`config.mk`:
```
export PLATFORM = sky130hd
export DESIGN_NAME = ninebit_mp_uart
export DESIGN_NICKNAME = d
export VERILOG_FILES = /design/src/rtl/mpu_pkg.sv /design/src/rtl/mpu_sync.sv /design/src/rtl/mpu_rx.sv /design/src/rtl/mpu_tx.sv /design/src/rtl/ninebit_mp_uart.sv
export SDC_FILE = /design/constraint.sdc
export NUM_CORES = 1
export LEC_CHECK = 0
export BUFFER_PORTS_ARGS = -buffer_cell sky130_fd_sc_hd__clkbuf_2
export CORE_AREA = 10 10 107 109
export DETAILED_ROUTE_END_ITERATION = 6
export DIE_AREA = 0 0 117 119
export PLACE_DENSITY = 0.51
export SLEW_MARGIN = 30
export SYNTH_ARGS = -nofsm -noshare
export SYNTH_HDL_FRONTEND = slang
export SYNTH_SLANG_ARGS = --single-unit
```
`constraint.sdc`:
```
create_clock -name clk -period 3.1 [get_ports clk]
set_input_delay 0.775 -clock clk [delete_from_list [all_inputs] [get_ports clk]]
set_output_delay 0.775 -clock clk [all_outputs]
set_load 0.02 [all_outputs]
```
`src/rtl/mpu_pkg.sv`:
```
package mpu_pkg;
  typedef enum logic [2:0] {
    RX_IDLE,
    RX_START,
    RX_DATA,
    RX_STOP,
    RX_WAITHI
  } rx_state_t;

  localparam logic [1:0] ADDR_DATA = 2'd0;
  localparam logic [1:0] ADDR_CTRL = 2'd1;

  localparam int CTL_WAKE     = 0;
  localparam int CTL_TXB8     = 1;
  localparam int CTL_FERR_CLR = 2;
  localparam int STS_BUSY     = 2;
  localparam int STS_FERR     = 3;
endpackage

```
`src/rtl/mpu_sync.sv`:
```
module mpu_sync #(
  parameter int     STAGES    = 2,
  parameter logic   RESET_VAL = 1'b1
) (
  input  logic clk,
  input  logic rst_n,
  input  logic d,
  output logic q
);
  logic [STAGES-1:0] pipe;

  generate
    for (genvar s = 0; s < STAGES; s++) begin : g_stage
      if (s == 0) begin : g_first
        always_ff @(posedge clk or negedge rst_n) begin
          if (!rst_n) pipe[s] <= RESET_VAL;
          else        pipe[s] <= d;
        end
      end else begin : g_next
        always_ff @(posedge clk or negedge rst_n) begin
          if (!rst_n) pipe[s] <= RESET_VAL;
          else        pipe[s] <= pipe[s-1];
        end
      end
    end
  endgenerate

  assign q = pipe[STAGES-1];
endmodule

```
`src/rtl/mpu_rx.sv`:
```
module mpu_rx
  import mpu_pkg::*;
#(
  parameter int DATA_W = 8,
  parameter int OSR    = 16
) (
  input  logic            clk,
  input  logic            rst_n,
  input  logic            tick,
  input  logic            rxs,
  output logic            frame_ok,
  output logic            frame_err,
  output logic [DATA_W:0] word
);
  localparam int CW   = $clog2(OSR);
  localparam int FB   = DATA_W + 1;
  localparam int IW   = $clog2(FB + 1);
  localparam int HALF = OSR / 2 - 1;
  localparam int FULL = OSR - 1;

  rx_state_t         state;
  logic [CW-1:0]     cnt;
  logic [IW-1:0]     idx;
  logic [FB-1:0]     shreg;

  assign word = shreg;

  always_ff @(posedge clk or negedge rst_n) begin
    if (!rst_n) begin
      state     <= RX_IDLE;
      cnt       <= '0;
      idx       <= '0;
      shreg     <= '0;
      frame_ok  <= 1'b0;
      frame_err <= 1'b0;
    end else begin
      frame_ok  <= 1'b0;
      frame_err <= 1'b0;
      case (state)
        RX_IDLE: begin
          cnt <= '0;
          if (tick && !rxs) state <= RX_START;
        end
        RX_START: if (tick) begin
          if (cnt == CW'(HALF)) begin
            cnt <= '0;
            idx <= '0;
            state <= rxs ? RX_IDLE : RX_DATA;
          end else begin
            cnt <= cnt + 1'b1;
          end
        end
        RX_DATA: if (tick) begin
          if (cnt == CW'(FULL)) begin
            cnt   <= '0;
            shreg <= {rxs, shreg[FB-1:1]};
            if (idx == IW'(FB - 1)) state <= RX_STOP;
            else                    idx   <= idx + 1'b1;
          end else begin
            cnt <= cnt + 1'b1;
          end
        end
        RX_STOP: if (tick) begin
          if (cnt == CW'(FULL)) begin
            cnt <= '0;
            if (rxs) frame_ok  <= 1'b1;
            else     frame_err <= 1'b1;
            state <= RX_WAITHI;
          end else begin
            cnt <= cnt + 1'b1;
          end
        end
        RX_WAITHI: if (rxs) state <= RX_IDLE;
        default: state <= RX_IDLE;
      endcase
    end
  end

  // data phase is entered only if the line was still low at mid start bit
  a_r7_start_confirmed: assert property (@(posedge clk) disable iff (!rst_n)
    (state == RX_DATA && $past(state) == RX_START) |-> !$past(rxs));

  // a stop-bit verdict is only produced when leaving the stop phase
  a_r8_verdict_from_stop: assert property (@(posedge clk) disable iff (!rst_n)
    (frame_ok || frame_err) |-> (state == RX_WAITHI));
endmodule

```
`src/rtl/mpu_tx.sv`:
```
module mpu_tx #(
  parameter int DATA_W = 8,
  parameter int OSR    = 16
) (
  input  logic            clk,
  input  logic            rst_n,
  input  logic            tick,
  input  logic            load,
  input  logic [DATA_W:0] ld_data,
  output logic            txd,
  output logic            busy,
  output logic            done
);
  localparam int CW   = $clog2(OSR);
  localparam int FW   = DATA_W + 3;
  localparam int BW   = $clog2(FW + 1);
  localparam int FULL = OSR - 1;

  logic [FW-1:0] sh;
  logic [CW-1:0] cnt;
  logic [BW-1:0] bitn;

  assign txd = busy ? sh[0] : 1'b1;

  always_ff @(posedge clk or negedge rst_n) begin
    if (!rst_n) begin
      sh   <= '1;
      cnt  <= '0;
      bitn <= '0;
      busy <= 1'b0;
      done <= 1'b0;
    end else begin
      done <= 1'b0;
      if (!busy) begin
        if (load) begin
          busy <= 1'b1;
          sh   <= {1'b1, ld_data, 1'b0};
          cnt  <= '0;
          bitn <= '0;
        end
      end else if (tick) begin
        if (cnt == CW'(FULL)) begin
          cnt <= '0;
          sh  <= {1'b1, sh[FW-1:1]};
          if (bitn == BW'(FW - 1)) begin
            busy <= 1'b0;
            done <= 1'b1;
          end else begin
            bitn <= bitn + 1'b1;
          end
        end else begin
          cnt <= cnt + 1'b1;
        end
      end
    end
  end

  // every character opens with a low start bit
  a_r1_start_low: assert property (@(posedge clk) disable iff (!rst_n)
    $rose(busy) |-> !txd);

  // while busy the line only moves on a tick, so host writes cannot disturb it
  a_r3_line_steady: assert property (@(posedge clk) disable iff (!rst_n)
    (busy && !tick) |=> ($stable(txd) || !busy));

  // done pulses with the line idle high and the transmitter free
  a_r2_done_idle: assert property (@(posedge clk) disable iff (!rst_n)
    done |-> (!busy && txd));

  a_r2_done_pulse: assert property (@(posedge clk) disable iff (!rst_n)
    done |=> !done);
endmodule

```
`src/rtl/ninebit_mp_uart.sv`:
```
module ninebit_mp_uart
  import mpu_pkg::*;
#(
  parameter int DATA_W = 8,
  parameter int OSR    = 16,
  parameter int SYNC   = 2
) (
  input  logic            clk,
  input  logic            rst_n,
  input  logic            tick16,
  input  logic            rxd,
  output logic            txd,
  input  logic            wr_en,
  input  logic [1:0]      wr_addr,
  input  logic [DATA_W-1:0] wr_data,
  input  logic [1:0]      rd_addr,
  output logic [DATA_W:0] rd_data,
  output logic            rx_irq,
  output logic            tx_done
);
  logic            rxs;
  logic            frame_ok, frame_err;
  logic [DATA_W:0] rx_word;
  logic            busy;
  logic            wake, txb8, ferr;
  logic [DATA_W:0] rx_hold;
  logic            deliver, ctl_wr, tx_load;

  mpu_sync #(.STAGES(SYNC), .RESET_VAL(1'b1)) u_sync (
    .clk(clk), .rst_n(rst_n), .d(rxd), .q(rxs));

  mpu_rx #(.DATA_W(DATA_W), .OSR(OSR)) u_rx (
    .clk(clk), .rst_n(rst_n), .tick(tick16), .rxs(rxs),
    .frame_ok(frame_ok), .frame_err(frame_err), .word(rx_word));

  assign tx_load = wr_en && (wr_addr == ADDR_DATA);
  assign ctl_wr  = wr_en && (wr_addr == ADDR_CTRL);

  mpu_tx #(.DATA_W(DATA_W), .OSR(OSR)) u_tx (
    .clk(clk), .rst_n(rst_n), .tick(tick16), .load(tx_load),
    .ld_data({txb8, wr_data}), .txd(txd), .busy(busy), .done(tx_done));

  assign deliver = frame_ok && (!wake || rx_word[DATA_W]);

  always_ff @(posedge clk or negedge rst_n) begin
    if (!rst_n) begin
      wake    <= 1'b0;
      txb8    <= 1'b0;
      ferr    <= 1'b0;
      rx_hold <= '0;
      rx_irq  <= 1'b0;
    end else begin
      rx_irq <= deliver;
      if (deliver) rx_hold <= rx_word;
      if (ctl_wr) begin
        wake <= wr_data[CTL_WAKE];
        txb8 <= wr_data[CTL_TXB8];
      end
      if (frame_err)                        ferr <= 1'b1;
      else if (ctl_wr && wr_data[CTL_FERR_CLR]) ferr <= 1'b0;
    end
  end

  always_comb begin
    rd_data = '0;
    case (rd_addr)
      ADDR_DATA: rd_data = rx_hold;
      ADDR_CTRL: begin
        rd_data[CTL_WAKE] = wake;
        rd_data[CTL_TXB8] = txb8;
        rd_data[STS_BUSY] = busy;
        rd_data[STS_FERR] = ferr;
      end
      default: rd_data = '0;
    endcase
  end

  // with wake set, only select-code characters reach the host
  a_r5_wake_filter: assert property (@(posedge clk) disable iff (!rst_n)
    rx_irq |-> (!$past(wake) || rx_hold[DATA_W]));

  // a framing error is never announced as a delivered character
  a_r8_err_no_irq: assert property (@(posedge clk) disable iff (!rst_n)
    $rose(ferr) |-> !rx_irq);

  // the receive interrupt is a single-clock pulse
  a_r4_irq_pulse: assert property (@(posedge clk) disable iff (!rst_n)
    rx_irq |=> !rx_irq);
endmodule

```
-- Yosys cells after proc, flatten, opt, wreduce, memory -nomap -nowiden
Index checks and enable logic that the tools add are counted.
- flip-flop bits (word level): 58
- logic and storage cells: 126
- add/sub/neg operators: 4
- equality and inequality tests: 25
- muxes and demuxes: 56
- reduce and logical (&&, ||, !) cells: 23
- operators with widths (operator ; number):
    two-way mux 4 bit ; 17
    two-way mux 11 bit ; 4
    two-way mux 3 bit ; 9
    two-way mux 1 bit ; 20
    adder 4 x 1 -> 4 bit, second input constant ; 4
    == test 4 bit, second input constant ; 4
    != test 2 bit, second input constant ; 8
    case mux 4 bit (2 select lines) ; 2
    case mux 3 bit (5 select lines) ; 1
    != test 2 x 1 -> 1 bit, second input constant ; 6
    case mux 4 bit (3 select lines) ; 1
    AND reduction 3 bit ; 3
    AND reduction 9 bit ; 1
    == test 3 x 2 -> 1 bit, second input constant ; 2
    AND reduction 6 bit ; 1
    nonzero test 2 bit ; 3
    logical AND 1 bit ; 5
    two-way mux 5 bit ; 1
    == test 2 x 1 -> 1 bit, second input constant ; 2
    == test 4 x 3 -> 1 bit, second input constant ; 1
    zero test 2 bit ; 2
    AND reduction 4 bit ; 1
    == test 3 x 1 -> 1 bit, second input constant ; 1
    == test 3 bit, second input constant ; 1
    other kinds (7) ; 8

-- Logic depth before layout (Yosys ltp)
- word-level depth: 5
- gate-level depth with buffers: 6
- depth with buffers taken out: 6

-- Cells and area by module
A second synthesis with hierarchy kept.
- cells, all modules: 248
- area, all modules: 2909.0 sq um
- by module, submodules not included (module ; instances ; cells each ; area an instance (sq um) ; seq. area each (sq um)):
    mpu_rx ; 1 ; 102 ; 1129.8 ; 550.5
    mpu_tx ; 1 ; 96 ; 1128.6 ; 513.0
    ninebit_mp_uart ; 1 ; 48 ; 598.1 ; 325.3
    mpu_sync ; 1 ; 2 ; 52.6 ; 52.6

-- Worst setup path after synthesis
Ideal clock, no wire load.
- kind: input to output
- start point: input port rd_addr[0]
- end point: output port rd_data[2]
- data arrival time: 1413 ps
- required time: 2325 ps
- path slack: 912 ps
- stages on the path: 3
- buffers on the path: 1
- path through: clkbuf_1 -> mux2i_1 -> nor2_1
- cells in the longest elaborated chain, start to end: 2
- elaborated cells between the ends (all ways): 3
- those cells by class: 1 x eq/ne; 1 x mux; 1 x reduce/logical
- RTL lines (what ; RTL line ; source):
    start, declared ; ninebit_mp_uart.sv:16 ; input logic [1:0] rd_addr,
    == test 2 x 1 -> 1 bit or zero test 2 bit (tied branches) ; ninebit_mp_uart.sv:66 ; case (rd_addr)
    case mux 4 bit (2 select lines) * ; ninebit_mp_uart.sv:66 ;
    end, declared ; ninebit_mp_uart.sv:17 ; output logic [DATA_W:0] rd_data,
Every way passes the cells marked *; elsewhere a longest branch is shown, timed or not.

-- Worst setup path after layout
- start point: register u_tx.busy
- end point: output port rd_data[2]
- cells in the longest elaborated chain, start to end: 1
- RTL lines (what ; RTL line ; source):
    start, declared ; mpu_tx.sv:11 ; output logic busy,
    start signal, assigned ; mpu_tx.sv:30 ; busy <= 1'b0;
    start signal, assigned ; mpu_tx.sv:36 ; busy <= 1'b1;
    start signal, assigned ; mpu_tx.sv:46 ; busy <= 1'b0;
    case mux 4 bit (2 select lines) ; ninebit_mp_uart.sv:66 ;
Every way passes these cells.

==> run summary <==
sequential cell fraction of total power - 46.0%
Vias per Instance - 4.89
H-tree levels - 3
top post-synthesis cells by area - sky130_fd_sc_hd__dfrtp_1 (41%), sky130_fd_sc_hd__dfstp_2 (12%), sky130_fd_sc_hd__mux2_2 (7.9%), sky130_fd_sc_hd__mux2i_1 (4.8%), sky130_fd_sc_hd__o21ai_0 (3.3%)
CP max FO - 16
vertical die dimension - 119 µm
estimated wirelength of the detail-placed design - 3.97 mm
wire length of the first global-routing pass - 9.43 mm
P&R area growth vs syn - 18.7%
cells resized by post-CTS repair - 0
fraction of the mapped netlist area in adder cells - 2.76%
series of cell instances along the critical path - mux2i_1 -> nor2_1 -> clkbuf_2
CP required - 2.32 ns
CP Launch Type - flop
Die W - 117 µm
CTS Sinks - 57
initial standard-cell utilization of the core - 28.8%
run status - finished, final reports clean
initial drt markers - 106
critical path class - reg2out
Worst-Skew Late Latency - 0.34 ns
Avg WL per Cell - 13.7 µm
num ports - 29
Static Leak - 1.55 nW
post-synth design cell area - 2720 µm²
post-route worst hold slack - 0.358 ns
worst endpoint data arrival time - 1.62 ns
Commonest cells post-synth - sky130_fd_sc_hd__dfrtp_1 (45), sky130_fd_sc_hd__nand2_1 (24), sky130_fd_sc_hd__mux2_2 (19)
predominant post-synthesis flop cell - sky130_fd_sc_hd__dfrtp_1
combinational family with the most area after synthesis - simple AND/OR/NAND/NOR gates
RSZ-0062 raised after global routing - no
share of the core filled with cells - 34.2%
TritonCTS clock tree - yes
number of global-route vias before repair - 1900
number of enable-type register cells in the synthesized netlist - 0
total number of vias - 1952
Routed Wire Length - 5.48 mm
layout cell share with drive strength beyond 1 - 28.4%
number of buffers on the longest clock path - 2
Root Driver - sky130_fd_sc_hd__clkbuf_8
antenna violations before repair - 0
DP Worst Slack - 0.764 ns
transition time at the pin with the least slew margin - 0.844 ns
CP bufs+invs - 1
clock network fraction of total power - 35.4%
number of pins with negative max-slew slack in the final report - 0
slew margin rel. - 43.4%
Reg clk slew, reported paths - 0.07 ns
top cell family by delay on the critical path - flip-flops
final cell area excluding filler cells - 3230 µm²
post-synthesis instance total - 249
buffers added on ports - 28
number of antenna-violating nets in the routed design - 0
# rows - 36
Switch Pwr - 0.697 mW
number of setup violations in the final report - 0
Routability Congestion - 0.775
buffers inserted during post-CTS setup optimization - 0
Final min period - 2.40 ns
largest incremental delay on the critical path - 0.83 ns
post-synthesis xor/xnor area fraction - 0.643%
syn nets - 272
Hold Crit Class - reg2reg
library cell with the largest summed area after synthesis - sky130_fd_sc_hd__dfrtp_1
number of buffers created by CTS - 9
portion of the clock cycle consumed by the worst path in the final layout - 77.3%
switching fraction of total power - 29.0%
synthesized-area fraction occupied by ao, oa, aoi and oai cells - 11.7%
kind of end point of the critical path - primary output
hold-fix buffers at CTS - 0
Post-Synthesis Mean Instance Area - 10.9 µm²
library cell contributing the largest single delay on the critical path - sky130_fd_sc_hd__dfrtp_1
Post-synth ARST share - 100%
Pint - 1.70 mW
total negative slack - 0 ns
number of violations of the max-capacitance limit - 0
Setup Skew - 0.00789 ns
standard cell core area - 9460 µm²
post-route setup slack - 0.703 ns
detailed-route DRC error count - 0
number of synthesis warnings - 0
flops & latches, synth - 57
Diodes inserted - 0
first drt pass iteration count - 4
top cell type's share of synthesized area - 41.4%
post-synthesis simple-gate area fraction - 16.3%
Placed Area - 2990 µm²
Die Footprint - 13900 µm²
pin count of the biggest net entering global routing - 32
most common cell in the synthesized netlist - sky130_fd_sc_hd__dfrtp_1
Net count, final - 304
highest attainable clock frequency - 0.417 GHz
sequential-to-total area share from yosys stat - 52.9%
number of endpoints with negative hold slack in the final report - 0
number of fill cells in the layout - 964
Peak supply drop - 0.000219 V
total track usage - 8.56%
overflow left after global routing - 0
fraction of synthesized area in multiplexers - 12.6%
Power Density - 743 nW/µm²
combinational group share of total power - 18.5%
count of unique library cells instantiated by Yosys - 49
worst paths after layout:
kind	start	end	slack [ns]	cells after the start
worst max-delay path	u_tx.busy	rd_data[2]	0.70	3
worst min-delay path	u_sync.pipe[0]	u_sync.q	0.36	0
worst max register to register	u_tx.busy	u_tx.bitn[1]	0.98	3
worst min register to register	u_sync.pipe[0]	u_sync.q	0.36	0
max in group asynchronous	rst_n	u_tx.sh[5]	1.94	2
min in group asynchronous	rst_n	rx_irq	0.47	1
cells in the final DEF (no fill, tap or decap), types with 2 or more instances in the layout:
| master | n |
|---|---|
| sky130_fd_sc_hd__dfrtp_1 | 45 |
| sky130_fd_sc_hd__clkbuf_2 | 28 |
| sky130_fd_sc_hd__nand2_1 | 24 |
| sky130_fd_sc_hd__mux2_2 | 19 |
| sky130_fd_sc_hd__nor2_1 | 18 |
| sky130_fd_sc_hd__o21ai_0 | 18 |
| sky130_fd_sc_hd__mux2i_1 | 13 |
| sky130_fd_sc_hd__inv_1 | 12 |
| sky130_fd_sc_hd__dfstp_2 | 12 |
| sky130_fd_sc_hd__clkbuf_8 | 10 |
| sky130_fd_sc_hd__nand3_1 | 8 |
| sky130_fd_sc_hd__a21oi_1 | 7 |
| sky130_fd_sc_hd__and2_1 | 6 |
| sky130_fd_sc_hd__nand2b_1 | 6 |
| sky130_fd_sc_hd__ha_1 | 6 |
| sky130_fd_sc_hd__a22o_1 | 5 |
| sky130_fd_sc_hd__nor4_1 | 3 |
| sky130_fd_sc_hd__bufinv_16 | 3 |
| sky130_fd_sc_hd__and3_1 | 2 |
| sky130_fd_sc_hd__nand3b_1 | 2 |
| sky130_fd_sc_hd__a211oi_1 | 2 |
| sky130_fd_sc_hd__o31ai_1 | 2 |
| sky130_fd_sc_hd__nor3_1 | 2 |
| sky130_fd_sc_hd__o41ai_1 | 2 |
| sky130_fd_sc_hd__o211ai_1 | 2 |
routing by layer:
| metal | global-route usage [%] | vias to the layer above | wire (µm) |
|---|---|---|---|
| li1 | - | 955 | - |
| met1 | 10.9 | 944 | 2620 |
| met4 | 4.40 | 0 | 74 |
| met2 | 12.3 | 45 | 2410 |
| met3 | 3.16 | 8 | 369 |
| met5 | 0 | - | 0 |
flip-flops by register name, indices dropped and copies added, names as in the netlist:
register / cells
ferr: 1
rx_hold: 9
rx_irq: 1
txb8: 1
u_rx.cnt: 4
u_rx.frame_err: 1
u_rx.frame_ok: 1
u_rx.idx: 4
u_rx.state: 3
u_rx.word: 9
u_sync.pipe: 1
u_sync.q: 1
u_tx.bitn: 4
u_tx.busy: 1
u_tx.cnt: 4
u_tx.done: 1
u_tx.sh: 10
wake: 1
kinds of logic after synthesis:
kind of cell / Yosys count
AND/OR/NAND/NOR: 83
flip-flops: 57
AO/OA/AOI/OAI: 49
multiplexers: 32
buffers and inverters: 20
adder cells (fa/ha/maj): 6
XOR/XNOR: 2
per-stage QoR:
stage | instances | power (mW)
global route | 399 | 2.58
global placement | 384 | 1.55
finish | 399 | 2.40
floorplan | 249 | 1.43
detailed placement | 384 | 1.57
CTS | 399 | 2.44
final cells by class:
type | instances | area, µm² | area share [%]
flip-flops and latches | 57 | 1440 | 44.6
multi-input cells | 172 | 1200 | 37.2
repair buffers | 29 | 160 | 4.95
well taps | 114 | 143 | 4.41
clock buffers | 10 | 138 | 4.26
clock inverters | 5 | 104 | 3.21
inverters | 12 | 45.0 | 1.39
power groups by stage:
| stage | clock network, mW | logic (mW) | registers [mW] |
|---|---|---|---|
| final | 0.851 | 0.445 | 1.11 |
| after global placement | 0 | 0.436 | 1.12 |
| after CTS | 0.880 | 0.452 | 1.10 |
| after floorplan | 0 | 0.387 | 1.05 |
| after detailed placement | 0 | 0.450 | 1.12 |
| after global routing | 0.912 | 0.525 | 1.14 |
Note: power is estimated with default switching activity, not from simulation.
